--- config.mk ---
export PLATFORM = sky130hd
export DESIGN_NAME = nib_dram_array
export DESIGN_NICKNAME = d
export VERILOG_FILES = /design/src/rtl/nda_pkg.sv /design/src/rtl/nda_refresh_ctr.sv /design/src/rtl/nda_sense_latch.sv /design/src/rtl/nda_row_store.sv /design/src/rtl/nib_dram_array.sv
export SDC_FILE = /design/constraint.sdc
export NUM_CORES = 1
export LEC_CHECK = 0
export BUFFER_PORTS_ARGS = -buffer_cell sky130_fd_sc_hd__clkbuf_2
export CAP_MARGIN = 10
export CORE_UTILIZATION = 25
export DETAILED_ROUTE_END_ITERATION = 10
export PLACE_DENSITY_LB_ADDON = 0.1
export SETUP_SLACK_MARGIN = 0.4
export SYNTH_ARGS = -nofsm -noshare
export SYNTH_HDL_FRONTEND = slang
export SYNTH_SLANG_ARGS = --single-unit
--- constraint.sdc ---
create_clock -name clk -period 2.3 [get_ports clk]
set_input_delay 0 -clock clk [delete_from_list [all_inputs] [get_ports clk]]
set_output_delay 0 -clock clk [all_outputs]
set_load 0.02 [all_outputs]
--- src/rtl/nda_pkg.sv ---
package nda_pkg;
   // Half-phase strobe positions in ph_i; the order is the sequence of a cycle.
   localparam int PH_N   = 8;
   localparam int PH_M1A = 0;
   localparam int PH_M1B = 1;
   localparam int PH_M2A = 2;
   localparam int PH_M2B = 3;
   localparam int PH_X1A = 4;
   localparam int PH_X1B = 5;
   localparam int PH_X2A = 6;
   localparam int PH_X2B = 7;
endpackage

--- src/rtl/nda_refresh_ctr.sv ---
module nda_refresh_ctr #(
   parameter int MAIN_ROWS = 16,
   parameter int STAT_ROWS = 4,
   parameter int CNT_W     = 5,
   parameter int ROW_AW    = 5
) (
   input  logic              clk,
   input  logic              step_i,
   output logic [CNT_W-1:0]  cnt_o,
   output logic [ROW_AW-1:0] row_o
);
   localparam int MAIN_AW = $clog2(MAIN_ROWS);
   localparam int STAT_AW = $clog2(STAT_ROWS);

   logic [CNT_W-1:0] cnt_q;

   // Free-running down-counter; wraps naturally from zero to all ones.
   always_ff @(posedge clk) begin
      if (step_i) cnt_q <= cnt_q - 1'b1;
   end

   assign cnt_o = cnt_q;

   // Top bit picks the status bank; status rows repeat across that half.
   always_comb begin
      if (cnt_q[CNT_W-1])
         row_o = ROW_AW'(MAIN_ROWS) + ROW_AW'(cnt_q[STAT_AW-1:0]);
      else
         row_o = ROW_AW'(cnt_q[MAIN_AW-1:0]);
   end
endmodule

--- src/rtl/nda_sense_latch.sv ---
module nda_sense_latch #(
   parameter int ROW_W = 16
) (
   input  logic             clk,
   input  logic             pre_i,
   input  logic             load_i,
   input  logic             inhibit_i,
   input  logic [ROW_W-1:0] row_i,
   output logic [ROW_W-1:0] q_o
);
   logic [ROW_W-1:0] q;

   always_ff @(posedge clk) begin
      if (pre_i)       q <= '1;
      else if (load_i) q <= inhibit_i ? '0 : row_i;
   end

   assign q_o = q;
endmodule

--- src/rtl/nda_row_store.sv ---
module nda_row_store #(
   parameter int ROW_W  = 16,
   parameter int ROWS   = 20,
   parameter int ROW_AW = 5
) (
   input  logic              clk,
   input  logic [ROW_AW-1:0] rd_row_i,
   output logic [ROW_W-1:0]  rd_data_o,
   input  logic              we_i,
   input  logic [ROW_AW-1:0] wr_row_i,
   input  logic [ROW_W-1:0]  wr_data_i
);
   logic [ROW_W-1:0] mem [ROWS];

   always_ff @(posedge clk) begin
      if (we_i) mem[wr_row_i] <= wr_data_i;
   end

   assign rd_data_o = mem[rd_row_i];
endmodule

--- src/rtl/nib_dram_array.sv ---
module nib_dram_array
   import nda_pkg::*;
#(
   parameter int RW        = 4,
   parameter int NREG      = 4,
   parameter int MAIN_ROWS = 16,
   parameter int STAT_ROWS = 4,
   localparam int ROW_W    = RW * NREG,
   localparam int ROWS     = MAIN_ROWS + STAT_ROWS,
   localparam int ROW_AW   = $clog2(ROWS),
   localparam int MAIN_AW  = $clog2(MAIN_ROWS),
   localparam int STAT_AW  = $clog2(STAT_ROWS),
   localparam int REG_AW   = $clog2(NREG),
   localparam int CNT_W    = MAIN_AW + 1
) (
   input  logic               clk,
   input  logic [PH_N-1:0]    ph_i,
   input  logic               rst_i,
   input  logic [MAIN_AW-1:0] src_row_i,
   input  logic [REG_AW-1:0]  reg_sel_i,
   input  logic               stat_i,
   input  logic [STAT_AW-1:0] stat_idx_i,
   input  logic               rd_i,
   input  logic               wr_i,
   input  logic [RW-1:0]      din_i,
   output logic [RW-1:0]      dout_o,
   output logic               oe_o
);
   // Elaboration-time parameter checks
   if (MAIN_ROWS < 2 || MAIN_ROWS != (1 << MAIN_AW)) begin : g_bad_main
      $error("MAIN_ROWS must be a power of two of at least 2");
   end
   if (STAT_ROWS < 2 || STAT_ROWS != (1 << STAT_AW) || STAT_ROWS > MAIN_ROWS) begin : g_bad_stat
      $error("STAT_ROWS must be a power of two between 2 and MAIN_ROWS");
   end
   if (NREG < 2 || NREG != (1 << REG_AW)) begin : g_bad_nreg
      $error("NREG must be a power of two of at least 2");
   end
   if (RW < 1) begin : g_bad_rw
      $error("RW must be positive");
   end

   logic [CNT_W-1:0]  ref_cnt;
   logic [ROW_AW-1:0] ref_row;
   logic [ROW_AW-1:0] acc_sel;
   logic [ROW_AW-1:0] acc_row_q;
   logic [ROW_AW-1:0] sense_row;
   logic [ROW_W-1:0]  row_data;
   logic [ROW_W-1:0]  sense_q;
   logic [ROW_W-1:0]  merged;
   logic [ROW_W-1:0]  store_data;
   logic [ROW_AW-1:0] store_row;
   logic              store_en;
   logic              gate_bus;
   logic              refresh_wb;

   // Refresh row source; steps after its write-back
   nda_refresh_ctr #(
      .MAIN_ROWS(MAIN_ROWS), .STAT_ROWS(STAT_ROWS), .CNT_W(CNT_W), .ROW_AW(ROW_AW)
   ) u_ref (
      .clk(clk), .step_i(ph_i[PH_M2B]), .cnt_o(ref_cnt), .row_o(ref_row)
   );

   // Access row: status bank or main bank
   assign acc_sel = stat_i ? ROW_AW'(MAIN_ROWS) + ROW_AW'(stat_idx_i)
                           : ROW_AW'(src_row_i);

   always_ff @(posedge clk) begin
      if (ph_i[PH_X1B]) acc_row_q <= acc_sel;
   end

   assign sense_row = ph_i[PH_M1B] ? ref_row : acc_sel;

   nda_row_store #(.ROW_W(ROW_W), .ROWS(ROWS), .ROW_AW(ROW_AW)) u_store (
      .clk(clk), .rd_row_i(sense_row), .rd_data_o(row_data),
      .we_i(store_en), .wr_row_i(store_row), .wr_data_i(store_data)
   );

   // Precharge on first halves, sense on second halves, zeros under reset
   nda_sense_latch #(.ROW_W(ROW_W)) u_sense (
      .clk(clk),
      .pre_i(ph_i[PH_M1A] | ph_i[PH_X1A]),
      .load_i(ph_i[PH_M1B] | ph_i[PH_X1B]),
      .inhibit_i(rst_i),
      .row_i(row_data),
      .q_o(sense_q)
   );

   // Bus gating is blocked by reset
   assign gate_bus = ph_i[PH_X2B] & wr_i & ~rst_i;

   for (genvar g = 0; g < NREG; g++) begin : g_merge
      assign merged[g*RW +: RW] = (gate_bus && reg_sel_i == REG_AW'(g))
                                  ? din_i : sense_q[g*RW +: RW];
   end

   // Refresh and write are the only stores; a read never writes back
   assign refresh_wb = ph_i[PH_M2B];
   assign store_en   = refresh_wb | (ph_i[PH_X2B] & wr_i);
   assign store_row  = refresh_wb ? ref_row : acc_row_q;
   assign store_data = refresh_wb ? sense_q : merged;

   // Output bus
   assign oe_o   = ph_i[PH_X2A] & rd_i & ~rst_i;
   assign dout_o = oe_o ? sense_q[RW*int'(reg_sel_i) +: RW] : '0;
endmodule

-- After elaboration in Yosys (flattened, before gate mapping)
Memory sizes are Yosys's and may differ from the RTL's.
Cells that the tools add are included.
- input bits: 25
- RAM bits: 320
- word-level logic and storage cells: 37
- flip-flop bits (word level): 26
- output and inout bits: 5
- memories: 1
- bitwise gates (word level): 8
- equal/unequal tests: 3
- add/subtract/negate cells: 3
- reductions and logical operators: 5
- shift-type cells: 1
- muxes and demuxes: 13
- memory list (memory ; depth ; width ; read ports ; clocked after Yosys merged registers in ; wr ports ; RTL line ; text):
    u_store.mem ; 20 ; 16 ; 1 ; 0 ; 1 ; nda_row_store.sv:13 ; logic [ROW_W-1:0] mem [ROWS];
- operators by type and width (cell ; number):
    2-to-1 mux 16 bit ; 2
    2-to-1 mux 4 bit ; 5
    2-to-1 mux 5 bit ; 4
    variable part select 16 x 5 -> 4 bit ; 1
    adder 5 x 2 -> 5 bit, first input constant ; 2
    subtractor 5 x 1 -> 5 bit, second input constant ; 1
    bitwise AND 1 bit ; 4
    equality test 2 bit, second input constant ; 2
    logical AND 1 bit ; 4
    bitwise OR 1 bit ; 3
    equality test 2 x 1 -> 1 bit, second input constant ; 1
    zero test 2 bit ; 1
    2-to-1 mux 1 bit ; 2
    inverter 1 bit ; 1

-- Depth between registers and ports, before layout
Gate-level depths: netlist of the first run.
- depth in word-level cells: 5
- gate-level depth with buffers: 10
- depth with buffers taken out: 6

-- Cells and area by module
Synthesis of the first run repeated with hierarchy kept, for this count alone.
- cells, all modules: 781
- area, all modules: 13953.4 µm²
- by module, submodules not included (module ; cells an instance ; area each (µm²) ; times used ; sequential area each (µm²)):
    nda_row_store ; 666 ; 12460.7 ; 1 ; 9609.2
    nib_dram_array ; 58 ; 700.7 ; 1 ; 150.1
    nda_sense_latch ; 38 ; 534.3 ; 1 ; 320.3
    nda_refresh_ctr ; 19 ; 257.7 ; 1 ; 150.1

-- Worst setup path before layout of the first run
No wires, ideal clock.
- path type: flip-flop to flip-flop
- from: register u_ref.cnt_q[4] (netlist: u_ref.cnt_o[4])
- to: memory u_store.mem[10][0], enable pin
- buffers on the path: 0
- cell stages (with the launch flop): 5
- clock period less this slack: 2.043 ns
- arrival: 1.655 ns
- setup time: 0.388 ns
- setup slack: 0.257 ns
- required time: 1.912 ns
- cell sequence: edfxtp_1 > nor2b_1 > mux2_2 > nand2_1 > nor2_1
- word-level cells in the longest chain between the ends: 2
- ends and longest elaborated chain (element ; RTL line ; text):
    start: declaration ; nda_refresh_ctr.sv:15 ; logic [CNT_W-1:0] cnt_q;
    start signal: assignment ; nda_refresh_ctr.sv:19 ; if (step_i) cnt_q <= cnt_q - 1'b1;
    2-to-1 mux 5 bit ; nda_refresh_ctr.sv:26 ; if (cnt_q[CNT_W-1])
    2-to-1 mux 5 bit ; nib_dram_array.sv:100 ; assign store_row = refresh_wb ? ref_row : acc_row_q;
    end: declaration ; nda_row_store.sv:13 ;
Every way passes these cells.

-- Worst setup path after layout of the first run
- from: register u_ref.cnt_q[2] (netlist: u_ref.cnt_o[2])
- to: register u_sense.q[1] (netlist: u_sense.q_o[1])
- word-level cells in the longest chain between the ends: 4
- ends and longest elaborated chain (element ; RTL line ; text):
    2-to-1 mux 5 bit ; nda_refresh_ctr.sv:26 ;
    2-to-1 mux 5 bit ; nib_dram_array.sv:72 ; assign sense_row = ph_i[PH_M1B] ? ref_row : acc_sel;
    memory (20 x 16 bit) ; -- ;
    2-to-1 mux 16 bit ; nda_sense_latch.sv:15 ; else if (load_i) q <= inhibit_i ? '0 : row_i;
    end signal: assignment ; nda_sense_latch.sv:15 ;
    end: declaration ; nda_sense_latch.sv:11 ; logic [ROW_W-1:0] q;
Every way passes these cells.
A chain may end at the register's enable or synchronous reset.

==> impl_metrics.json, run 1 <==
{
  "clkLatencyLatePin_ns": 0.56,
  "drc": 0,
  "critPathTopFamily": "compound AO/OA/AOI/OAI gates",
  "yosysWarningCount": 0,
  "core_area_mm2": 0.05552,
  "globalplace.congestion": 0.7874,
  "path_depth": 10,
  "p_sw_frac": 0.2477,
  "synth_edf_count": 330,
  "slowest_stage_delay_cp_ns": 0.42,
  "std_cell_rows": 86,
  "groute.usage.overall": 0.1722,
  "cp_common_cell": "sky130_fd_sc_hd__buf_12",
  "layout.area.seq_mm2": 0.01023,
  "synth-async-reset-ratio": 0,
  "netlist_top_cells_area": "sky130_fd_sc_hd__edfxtp_1 (70%), sky130_fd_sc_hd__nand2_1 (4.6%), sky130_fd_sc_hd__a211oi_1 (3.3%)",
  "syn-instance-count": 997,
  "r2r_setup_slk_ns": 0.16,
  "share_seq_of_total_power": 0.463,
  "total_leakage_power_nw": 5.983,
  "post-place-cells": 1787,
  "netSwitchingPower_mw": 3.815,
  "vias": 9166,
  "boundary_pins": 30,
  "rr_worst_depth": 10,
  "cp.required_ns": 2.73,
  "clk_pin_slew_ns": 0.06,
  "run_status": "complete, no violations",
  "path_max_fanout": 7,
  "fill_cells": 5454,
  "min_period_over_period": 0.9310,
  "report.final.slew_viol_count": 0,
  "height_of_the_chip_um": 240.1,
  "antenna_cells": 0,
  "chipWidth_um": 240.1,
  "dpl-instance-area_mm2": 0.01596,
  "timing.max_slew.rel_slack": 0.6104,
  "synth_top_area_share": 0.6992,
  "synth_seq_area_share": 0.7218,
  "setup.worst_path.start": "u_ref.cnt_o[2]$_DFFE_PP_",
  "regToRegStartpoint": "u_ref.cnt_o[2]$_DFFE_PP_",
  "final.min_clock_period_ns": 2.141,
  "synth_flop_cell": "sky130_fd_sc_hd__edfxtp_1",
  "rsz0062_at_grt": "yes",
  "worstSetupStartpointType": "flop",
  "flow.area_growth_from_synthesis_pct": 31.14,
  "crit_chain": "nand3b_1 > buf_12 > nand2_8 > buf_12 > buf_6 > buf_16 > nand2_2 > a31oi_2 > o32ai_4 > o21ai_1",
  "synth.ff_latch_count": 346,
  "power_report.internal_total_mw": 11.58,
  "cts-buffers-inserted": 41,
  "synth_top_area_cell": "sky130_fd_sc_hd__edfxtp_1",
  "tritoncts": "done",
  "antenna_violations_before_repair": 0,
  "drt_iter0_markers": 571,
  "remaining_antenna_violation_count_after_routing": 0,
  "irDropWorstVdd_uv": 422.5,
  "detailedPlacementHpwl_mm": 29.15,
  "layout.nets": 1155,
  "crit_type": "reg2reg",
  "route.detailed.wl_per_inst_um": 25.91,
  "critPathBufInv": 4,
  "netlist-cell-type-count": 50,
  "cp-endpoint": "u_sense.q_o[1]$_SDFFE_PP1P_",
  "timing.fmax_mhz": 467.0,
  "setup.worst_path.end_class": "flop",
  "dr.pass1.iters": 5,
  "powerDensity_mw_per_mm2": 828.4,
  "start_util": 0.2553,
  "synth.net_count": 1023,
  "syn-cell-area_mm2": 0.01417,
  "post_synth_most_frequent_cells": "sky130_fd_sc_hd__edfxtp_1 (330), sky130_fd_sc_hd__nand2_1 (175), sky130_fd_sc_hd__and3_1 (64)",
  "power.clock.fraction": 0.411,
  "post_route_cells_drive_above_1_share": 0.3022,
  "final_cell_area_mm2": 0.01859,
  "grt.overflow.total": 0,
  "htreeDepth": 2,
  "final.setup.tns_ns": 0,
  "grt_first_pass_wirelength_mm": 69.35,
  "timing.clock.skew_ns": 0.02656,
  "worstPathArrival_ns": 2.57,
  "setup_violations": 0,
  "first_global_vias": 9179,
  "grt_max_degree": 38,
  "timing_hold_violations_final": 0,
  "root_buffer": "sky130_fd_sc_hd__clkbuf_16",
  "multi_input_comb_area_mm2": 0.004287,
  "power.share.combinational": 0.126,
  "detail_route.vias_per_cell": 4.809,
  "cp_slowest_cell": "sky130_fd_sc_hd__o32ai_4",
  "die_area_mm2": 0.05765,
  "totalWireLength_mm": 49.39,
  "clock_path_buffers": 3,
  "layoutNonFillerInstCount": 1906,
  "rr_endpoint": "u_sense.q_o[1]$_SDFFE_PP1P_",
  "drv.max_cap_violation_count": 0,
  "post-synth-top-count-cell": "sky130_fd_sc_hd__edfxtp_1",
  "place.port_buffers": 28,
  "holdCritPathClass": "in2reg",
  "syn-mean-instance-area_um2": 14.22,
  "tightestPinTransition_ns": 0.5844,
  "numClockSinks": 346
}
## placed cells by master, fill, tap and decap left out, types with 7 or more instances in the layout
cell	count
sky130_fd_sc_hd__mux2i_1	15
sky130_fd_sc_hd__nor2_2	16
sky130_fd_sc_hd__nand2_1	162
sky130_fd_sc_hd__o21ai_1	22
sky130_fd_sc_hd__clkbuf_1	13
sky130_fd_sc_hd__edfxtp_1	330
sky130_fd_sc_hd__clkbuf_16	45
sky130_fd_sc_hd__nand2_2	13
sky130_fd_sc_hd__buf_4	64
sky130_fd_sc_hd__buf_6	13
sky130_fd_sc_hd__buf_12	35
sky130_fd_sc_hd__nand4_1	15
sky130_fd_sc_hd__nand3_1	18
sky130_fd_sc_hd__mux2_2	20
sky130_fd_sc_hd__a31oi_1	16
sky130_fd_sc_hd__a21oi_1	17
sky130_fd_sc_hd__a211oi_1	31
sky130_fd_sc_hd__dlygate4sd3_1	10
sky130_fd_sc_hd__o32ai_4	9
sky130_fd_sc_hd__clkbuf_2	27
sky130_fd_sc_hd__and3_1	59
sky130_fd_sc_hd__a211oi_2	26
sky130_fd_sc_hd__a31oi_2	12
sky130_fd_sc_hd__a311oi_1	18
sky130_fd_sc_hd__o21ai_0	10
sky130_fd_sc_hd__nor2_4	7
sky130_fd_sc_hd__dfxtp_1	16
sky130_fd_sc_hd__a32oi_1	14
## layer usage
layer	wire [µm]	share of wire	GRT usage	vias up
met3	1949	0.039	0.02962	58
met2	24030	0.49	0.2881	182
met4	1151	0.023	0.04960	0
li1	-	-	-	4149
met1	22260	0.45	0.2275	4777
met5	0	0	0	-
## power by group through the flow
stage / Combinational (mW) / Clock, mW / Sequential [mW]
floorplan: 0.804 / 0 / 7.23
global placement: 1.54 / 0 / 7.26
detailed placement: 1.53 / 0 / 7.26
CTS: 1.85 / 6.50 / 7.13
global route: 2.07 / 6.71 / 7.14
finish: 1.94 / 6.33 / 7.13
## how the worst min path moves through the flow
stage | startpoint | to | slack, ns | cells past startpoint
finish | ph_i[0] | u_sense.q_o[3]$_SDFFE_PP1P_ | 0.17 | 4
global route | ph_i[4] | u_sense.q_o[9]$_SDFFE_PP1P_ | 0.20 | 4
CTS | ph_i[4] | u_sense.q_o[3]$_SDFFE_PP1P_ | 0.16 | 4
detailed placement | src_row_i[3] | acc_row_q[3]$_DFFE_PP_ | 0.36 | 2
global placement | stat_i | acc_row_q[4]$_DFFE_PP_ | 0.37 | 2
floorplan | stat_i | acc_row_q[4]$_DFFE_PP_ | 0.1 | 0
## final cells by class
class                           count  share of cell area
Multi-Input combinational cell    574              0.2306
Clock buffer                       60             0.06348
Timing Repair Buffer              161             0.09834
Inverter                            5            0.001010
Tap cell                          748             0.05035
Clock inverter                     12            0.005856
Sequential cell                   346              0.5504
## worst register-to-register path, cell delays in order (launching register included)
cell	delay [ns]
sky130_fd_sc_hd__edfxtp_1	0.40
sky130_fd_sc_hd__nand3b_1	0.18
sky130_fd_sc_hd__buf_12	0.18
sky130_fd_sc_hd__nand2_8	0.09
sky130_fd_sc_hd__buf_12	0.18
sky130_fd_sc_hd__buf_6	0.14
sky130_fd_sc_hd__buf_16	0.14
sky130_fd_sc_hd__nand2_2	0.07
sky130_fd_sc_hd__a31oi_2	0.10
sky130_fd_sc_hd__o32ai_4	0.42
sky130_fd_sc_hd__o21ai_1	0.12
## logic make-up (layout without fill, tap and decap cells)
group,count (synthesis),count (layout),synth area share
mux,46,46,0.04078
flops,346,346,0.7218
xor+xnor,3,3,0.001854
simple gates,326,326,0.1085
fa+ha+maj,1,1,0.0008826
buf+inv,77,238,0.02781
compound gates,198,198,0.09843
## flip-flops by register name (all words and copies together) (netlist names)
| name | count |
|---|---|
| u_sense.q_o | 16 |
| u_store.mem | 320 |
| acc_row_q | 5 |
| u_ref.cnt_o | 5 |
## per-stage QoR
step | power [mW] | worst slack [ns] | utilization | hold WS, ns
2_1_floorplan | 8.034 | 0.2566 | - | 0.09887
3_3_place_gp | 8.805 | -0.2651 | 0.2875 | 0.3662
3_5_place_dp | 8.794 | -0.2954 | 0.2875 | 0.3607
4_1_cts | 15.48 | 0.1882 | 0.3277 | 0.1611
5_1_grt | 15.92 | 0.1479 | 0.3348 | 0.1965
6_report | 15.40 | 0.1586 | 0.3348 | 0.1732
## repair_timing
action | 4_1_cts | 5_1_grt
hold buffers | 10 | 0
pin swaps | 42 | 34
cloned | 6 | 2
gates resized for setup | 90 | 63
setup buffers | 21 | 8
setup endpoints to repair | 135 | 246
endpoints found under the hold margin | 13 | 0
Note: power is estimated with default switching activity, not from simulation.
==> inputs of run 2 (changes only) <==
--- a/config.mk
+++ b/config.mk
@@ -7,7 +7,8 @@
 export LEC_CHECK = 0
 export BUFFER_PORTS_ARGS = -buffer_cell sky130_fd_sc_hd__clkbuf_2
 export CAP_MARGIN = 10
-export CORE_UTILIZATION = 25
+export CORE_UTILIZATION = 35
+export CTS_BUF_LIST = sky130_fd_sc_hd__clkbuf_2
 export DETAILED_ROUTE_END_ITERATION = 10
 export PLACE_DENSITY_LB_ADDON = 0.1
 export SETUP_SLACK_MARGIN = 0.4
==> run 2 against run 1 <==
Net effect: combinational power up 14%; clock power decreased by 33%; flip-flop and latch count unchanged; final area rose by 1.3%; sequential power barely moved.
==> impl_metrics.json, run 2 (synthesis gave the netlist of run 1 again) <==
{
  "run_status": "complete, no violations",
  "powerDensity_mw_per_mm2": 721.5,
  "drc": 0,
  "drt_iter0_markers": 977,
  "regToRegStartpoint": "u_ref.cnt_o[4]$_DFFE_PP_",
  "rsz0062_at_grt": "yes",
  "worstPathArrival_ns": 2.19,
  "root_buffer": "sky130_fd_sc_hd__clkbuf_2",
  "layout.nets": 1245,
  "hp-start": "reg_sel_i[0]",
  "setup_violations": 0,
  "rr_worst_depth": 9,
  "totalPowerFinal_mw": 13.59,
  "dpl-instance-area_mm2": 0.01541,
  "timing_hold_violations_final": 0,
  "groute.usage.overall": 0.2293,
  "dr.pass1.iters": 7,
  "timing.max_slew.rel_slack": 0.2986,
  "first_global_vias": 9468,
  "detailedPlacementHpwl_mm": 24.37,
  "final_cell_area_mm2": 0.01883,
  "report.final.slew_viol_count": 0,
  "terminating_pin_of_the_worst_hold_path": "u_store.mem[7][12]$_DFFE_PP_",
  "clk_pin_slew_ns": 0.12,
  "post_route_cells_drive_above_1_share": 0.4020,
  "tritoncts": "done",
  "core_area_mm2": 0.03982,
  "clock_path_buffers": 3,
  "timing.clock.skew_ns": 0.07915,
  "grt_first_pass_wirelength_mm": 66.67,
  "rr_endpoint": "u_sense.q_o[0]$_SDFFE_PP1P_",
  "worstSetupStartpointType": "flop",
  "cp.required_ns": 2.30,
  "numClockSinks": 346,
  "start_util": 0.3559,
  "max_flop_register": "u_store.mem",
  "crit_type": "reg2out",
  "grt.overflow.total": 0,
  "layoutNonFillerInstCount": 1817,
  "timing.fmax_mhz": 456.2,
  "grt_max_degree": 49,
  "flow.area_growth_from_synthesis_pct": 32.88,
  "fill_cells": 3572,
  "antenna_violations_before_repair": 3,
  "hold_depth": 3,
  "chipWidth_um": 203.2,
  "post-place-cells": 1554,
  "vias": 10060,
  "most-common-layout-cells": "sky130_fd_sc_hd__edfxtp_1 (330), sky130_fd_sc_hd__nand2_1 (163), sky130_fd_sc_hd__clkbuf_2 (158)",
  "setup.worst_path.end_class": "output pin",
  "r2r_setup_slk_ns": 0.29,
  "die_area_mm2": 0.04130,
  "largest_reg_flops": 320,
  "std_cell_rows": 73,
  "tightestPinTransition_ns": 1.049,
  "detail_route.vias_per_cell": 5.537,
  "cts-buffers-inserted": 91,
  "height_of_the_chip_um": 203.2,
  "irDropWorstVdd_uv": 278.4,
  "holdCritPathClass": "in2reg",
  "globalplace.congestion": 0.8142,
  "totalWireLength_mm": 49.61,
  "htreeDepth": 3,
  "total_leakage_power_nw": 6.379,
  "final.setup.worst_slack_ns": 0.1082,
  "final.setup.tns_ns": 0,
  "path_max_fanout": 3,
  "min_period_over_period": 0.9530,
  "drv.max_cap_violation_count": 0,
  "final.min_clock_period_ns": 2.192,
  "clkLatencyLatePin_ns": 0.98,
  "dp_slack_ns": -0.01876,
  "place.port_buffers": 28,
  "remaining_antenna_violation_count_after_routing": 0,
  "most_common_cell_after_layout_fill_and_taps_aside": "sky130_fd_sc_hd__edfxtp_1",
  "boundary_pins": 30,
  "route.detailed.wl_per_inst_um": 27.30
}
run 2: cell count changes in the layout (fill, tap and decap cells not counted), moves of 10 or more:
cell | before | now
sky130_fd_sc_hd__clkbuf_16 | 45 | 9
sky130_fd_sc_hd__clkinv_1 | 4 | 23
sky130_fd_sc_hd__o21ai_0 | 10 | 0
sky130_fd_sc_hd__a211oi_2 | 26 | 54
sky130_fd_sc_hd__clkbuf_1 | 13 | 0
sky130_fd_sc_hd__dfxtp_1 | 16 | 5
sky130_fd_sc_hd__buf_6 | 13 | 28
sky130_fd_sc_hd__dfxtp_2 | 0 | 11
sky130_fd_sc_hd__a211oi_1 | 31 | 3
sky130_fd_sc_hd__clkbuf_2 | 27 | 158
sky130_fd_sc_hd__dlygate4sd3_1 | 10 | 31
sky130_fd_sc_hd__buf_4 | 64 | 53
run 2: layout make-up:
class / instances / area (µm²) / share of cell area
antenna: 1 / 2.502 / 0.0001329
clock buffer: 134 / 670.6 / 0.03561
clock inverter: 31 / 148.9 / 0.007905
inverter: 5 / 18.77 / 0.0009965
multi-input combinational: 575 / 4578 / 0.2431
sequential: 346 / 10240 / 0.5439
tap: 525 / 656.9 / 0.03488
timing repair buffer: 200 / 2515 / 0.1335
run 2: worst max path at each step:
stage,slack [ns],depth (start not counted),startpoint,end
detailed placement,-0.02,7,u_ref.cnt_o[4]$_DFFE_PP_,u_sense.q_o[9]$_SDFFE_PP1P_
global route,0.03,3,u_sense.q_o[13]$_SDFFE_PP1P_,dout_o[1]
global placement,-0.008,7,u_ref.cnt_o[4]$_DFFE_PP_,u_sense.q_o[9]$_SDFFE_PP1P_
floorplan,0.26,4,u_ref.cnt_o[4]$_DFFE_PP_,u_store.mem[10][0]$_DFFE_PP_
finish,0.11,3,u_sense.q_o[15]$_SDFFE_PP1P_,dout_o[3]
CTS,0.02,3,u_sense.q_o[13]$_SDFFE_PP1P_,dout_o[1]
run 2: timing repair:
action / 4_1_cts / 5_1_grt
resized for setup: 123 / 193
pin swaps: 54 / 100
hold endpoints to repair: 493 / 0
buffers inserted: 21 / 15
gates cloned: 13 / 17
hold buffers: 31 / 0
setup endpoints to repair: 104 / 311
run 2: per-stage QoR:
step           utilization  hold slack [ns]
2_1_floorplan            -          0.09887
3_3_place_gp        0.3870           0.3182
5_1_grt             0.4729          0.07304
3_5_place_dp        0.3870           0.3400
6_report            0.4729           0.1337
4_1_cts             0.4418        0.0002437
run 2: per-layer routing:
layer / up-vias / global-route usage / routed length [µm] / part of all wire
met4: 4 / 0.1034 / 1787 / 0.036
met2: 453 / 0.3484 / 22280 / 0.45
met1: 5096 / 0.3174 / 21640 / 0.44
met5: - / 0 / 23 / 0.00046
met3: 114 / 0.04538 / 3883 / 0.078
li1: 4393 / - / - / -
run 2: worst max-delay path, stage by stage, from the launching register on:
cell	delay, ns
sky130_fd_sc_hd__dfxtp_2	0.37
sky130_fd_sc_hd__mux4_2	0.50
sky130_fd_sc_hd__nor2b_1	0.17
sky130_fd_sc_hd__buf_2	0.19
run 2: power by group:
group	leakage [nW]	internal [mW]	total [mW]	switching (mW)
logic	2.82	0.921	2.22	1.30
registers	2.93	7.06	7.11	0.0534
clock network	0.632	1.67	4.26	2.59
total	6.38	9.65	13.6	3.94
==> inputs of run 3 (changes only) <==
==> constraint.sdc (replaced) <==
create_clock -name clk -period 2.3 [get_ports clk]
set_input_delay 0.575 -clock clk [delete_from_list [all_inputs] [get_ports clk]]
set_output_delay 0.575 -clock clk [all_outputs]
set_load 0.02 [all_outputs]
==> run 3 against run 2 <==
Net effect: the flow now finishes with violations (setup timing); power is 0.25% lower; clock skew is 0.0060 ns lower; final area is 3.3% higher; flip-flop and latch count stayed put; routed wire length is 7.5% lower; die area stayed put; register-to-register slack worse by 0.13 ns; clock-buffer cell count is 7 lower; sequential power hardly changed; critical path type unchanged; critical endpoint is now dout_o[0].
==> impl_metrics.json, run 3 (synthesis gave the netlist of run 1 again) <==
{
  "timing.max_slew.rel_slack": 0.6592,
  "violations": "setup timing",
  "clkLatencyLatePin_ns": 0.99,
  "largest_reg_flops": 320,
  "irDropWorstVdd_uv": 226.0,
  "groute.layer.met1.usage": 0.3115,
  "numClockSinks": 346,
  "grt_most_used_layer": "met2",
  "final.setup.worst_slack_ns": -0.4245,
  "route.detailed.wl_per_inst_um": 24.58,
  "start_util": 0.3559,
  "worstSetupStartpointType": "flop",
  "totalPowerFinal_mw": 13.56,
  "max_flop_register": "u_store.mem",
  "worstPathArrival_ns": 2.15,
  "antenna_violations_before_repair": 1,
  "detailedPlacementHpwl_mm": 26.43,
  "clock_path_buffers": 3,
  "chipWidth_um": 203.2,
  "totalWireLength_mm": 45.87,
  "global_route.usage.met2": 0.3475,
  "first_global_vias": 9940,
  "rsz0062_at_grt": "yes",
  "report.final.slew_viol_count": 0,
  "run_status": "complete, but fails checks",
  "flow.area_growth_from_synthesis_pct": 37.21,
  "clk_pin_slew_ns": 0.11,
  "tightestPinTransition_ns": 0.5112,
  "cp_slowest_cell": "sky130_fd_sc_hd__mux4_2",
  "grt.overflow.total": 0,
  "critPathBufInv": 1,
  "layout.nets": 1295,
  "cts-buffers-inserted": 92,
  "most-common-layout-cells": "sky130_fd_sc_hd__edfxtp_1 (330), sky130_fd_sc_hd__nand2_1 (154), sky130_fd_sc_hd__clkbuf_2 (149)",
  "powerDensity_mw_per_mm2": 697.0,
  "post-place-cells": 1628,
  "timing.fmax_mhz": 367.0,
  "crit_type": "reg2out",
  "slowest_stage_delay_cp_ns": 0.52,
  "core_area_mm2": 0.03982,
  "grt_first_pass_wirelength_mm": 66.34,
  "grt_max_degree": 32,
  "setup_violations": 4,
  "drc": 0,
  "most_common_cell_after_layout_fill_and_taps_aside": "sky130_fd_sc_hd__edfxtp_1",
  "detail_route.vias_per_cell": 5.348,
  "boundary_pins": 30,
  "dr.pass1.iters": 5,
  "grt.met3_usage": 0.03995,
  "die_area_mm2": 0.04130,
  "height_of_the_chip_um": 203.2,
  "tritoncts": "done",
  "timing.clock.skew_ns": 0.07312,
  "critPathTopFamily": "multiplexers",
  "globalplace.congestion": 0.7933,
  "post_route_cells_drive_above_1_share": 0.4391,
  "remaining_antenna_violation_count_after_routing": 0,
  "drt_iter0_markers": 799,
  "place.port_buffers": 28,
  "min_period_over_period": 1.185,
  "fill_cells": 3501,
  "htreeDepth": 3,
  "std_cell_rows": 73,
  "cp.required_ns": 1.73,
  "path_max_fanout": 3,
  "vias": 9980,
  "multi_input_comb_area_mm2": 0.004700,
  "root_buffer": "sky130_fd_sc_hd__clkbuf_2",
  "drv.max_cap_violation_count": 0,
  "crit_chain": "mux4_2 > nor2b_4 > buf_8",
  "holdCritPathClass": "in2reg",
  "total_leakage_power_nw": 6.733,
  "timing_hold_violations_final": 0,
  "layoutNonFillerInstCount": 1866,
  "final_hold_slack_ns": 0.1791,
  "layout.area.seq_mm2": 0.01024,
  "final.min_clock_period_ns": 2.724,
  "groute.usage.overall": 0.2251,
  "setup.worst_path.end_class": "output pin"
}
[run 3: cell count changes in the layout (fill, tap and decap cells not counted), sizes merged, moves of 3 or more]
| cell | before | now |
|---|---|---|
| inv | 9 | 6 |
| clkbuf | 167 | 155 |
| buf | 136 | 213 |
| clkinv | 25 | 33 |
| dlygate4sd3 | 31 | 7 |
[run 3: final timing paths]
| kind | endpoint | slack (ns) | cells past startpoint | start |
|---|---|---|---|---|
| max | dout_o[0] | -0.42 | 3 | u_sense.q_o[12]$_SDFFE_PP1P_ |
| min | u_sense.q_o[15]$_SDFFE_PP1P_ | 0.18 | 4 | ph_i[4] |
| max reg2reg | u_sense.q_o[4]$_SDFFE_PP1P_ | 0.16 | 12 | u_ref.cnt_o[4]$_DFFE_PP_ |
| min reg2reg | u_sense.q_o[3]$_SDFFE_PP1P_ | 0.49 | 2 | u_sense.q_o[3]$_SDFFE_PP1P_ |
[run 3: worst register-to-register path, stage by stage, from the launching register on]
cell	delay, ns
sky130_fd_sc_hd__edfxtp_1	0.43
sky130_fd_sc_hd__nand3b_1	0.22
sky130_fd_sc_hd__buf_12	0.19
sky130_fd_sc_hd__nand2_8	0.11
sky130_fd_sc_hd__buf_6	0.11
sky130_fd_sc_hd__buf_6	0.10
sky130_fd_sc_hd__buf_6	0.10
sky130_fd_sc_hd__buf_16	0.13
sky130_fd_sc_hd__a211oi_2	0.07
sky130_fd_sc_hd__o21ai_1	0.13
sky130_fd_sc_hd__buf_4	0.14
sky130_fd_sc_hd__nand4_1	0.21
sky130_fd_sc_hd__o21ai_1	0.18
[run 3: metal layers]
metal	part of all wire	wire length, µm
met1	0.45	20700
met2	0.47	21450
met3	0.053	2444
met4	0.028	1275
met5	0	0
[run 3: stage by stage]
step	utilization	setup TNS [ns]	instance area, µm²	worst slack (ns)
finish	0.4883	-1.506	19450	-0.4245
global route	0.4883	-1.863	19440	-0.5117
CTS	0.4778	-1.965	19030	-0.5350
detailed placement	0.4170	-7.125	16600	-0.5412
global placement	0.4170	-7.509	16600	-0.5469
floorplan	-	0	14610	0.1344
[run 3: final cells by class]
class	count	area share
Antenna cell	2	0.0002574
Clock buffer	127	0.03268
Clock inverter	37	0.008428
Inverter	5	0.0009651
Multi-Input combinational cell	574	0.2417
Sequential cell	346	0.5266
Tap cell	525	0.03378
Timing Repair Buffer	250	0.1556
[run 3: what timing repair did]
item                       CTS  global route
hold endpoints to repair    10             0
buffers inserted            44             7
cloned                      11             3
setup endpoints to repair  149           211
resized for setup          200            64
pin swaps                   98            47
hold buffers                 7             0
[run 3: power breakdown]
part,total [mW],switching (mW),leakage (nW),internal [mW]
Clock,4.12,2.61,0.603,1.52
Sequential,7.11,0.0517,2.93,7.06
Combinational,2.32,1.28,3.20,1.04
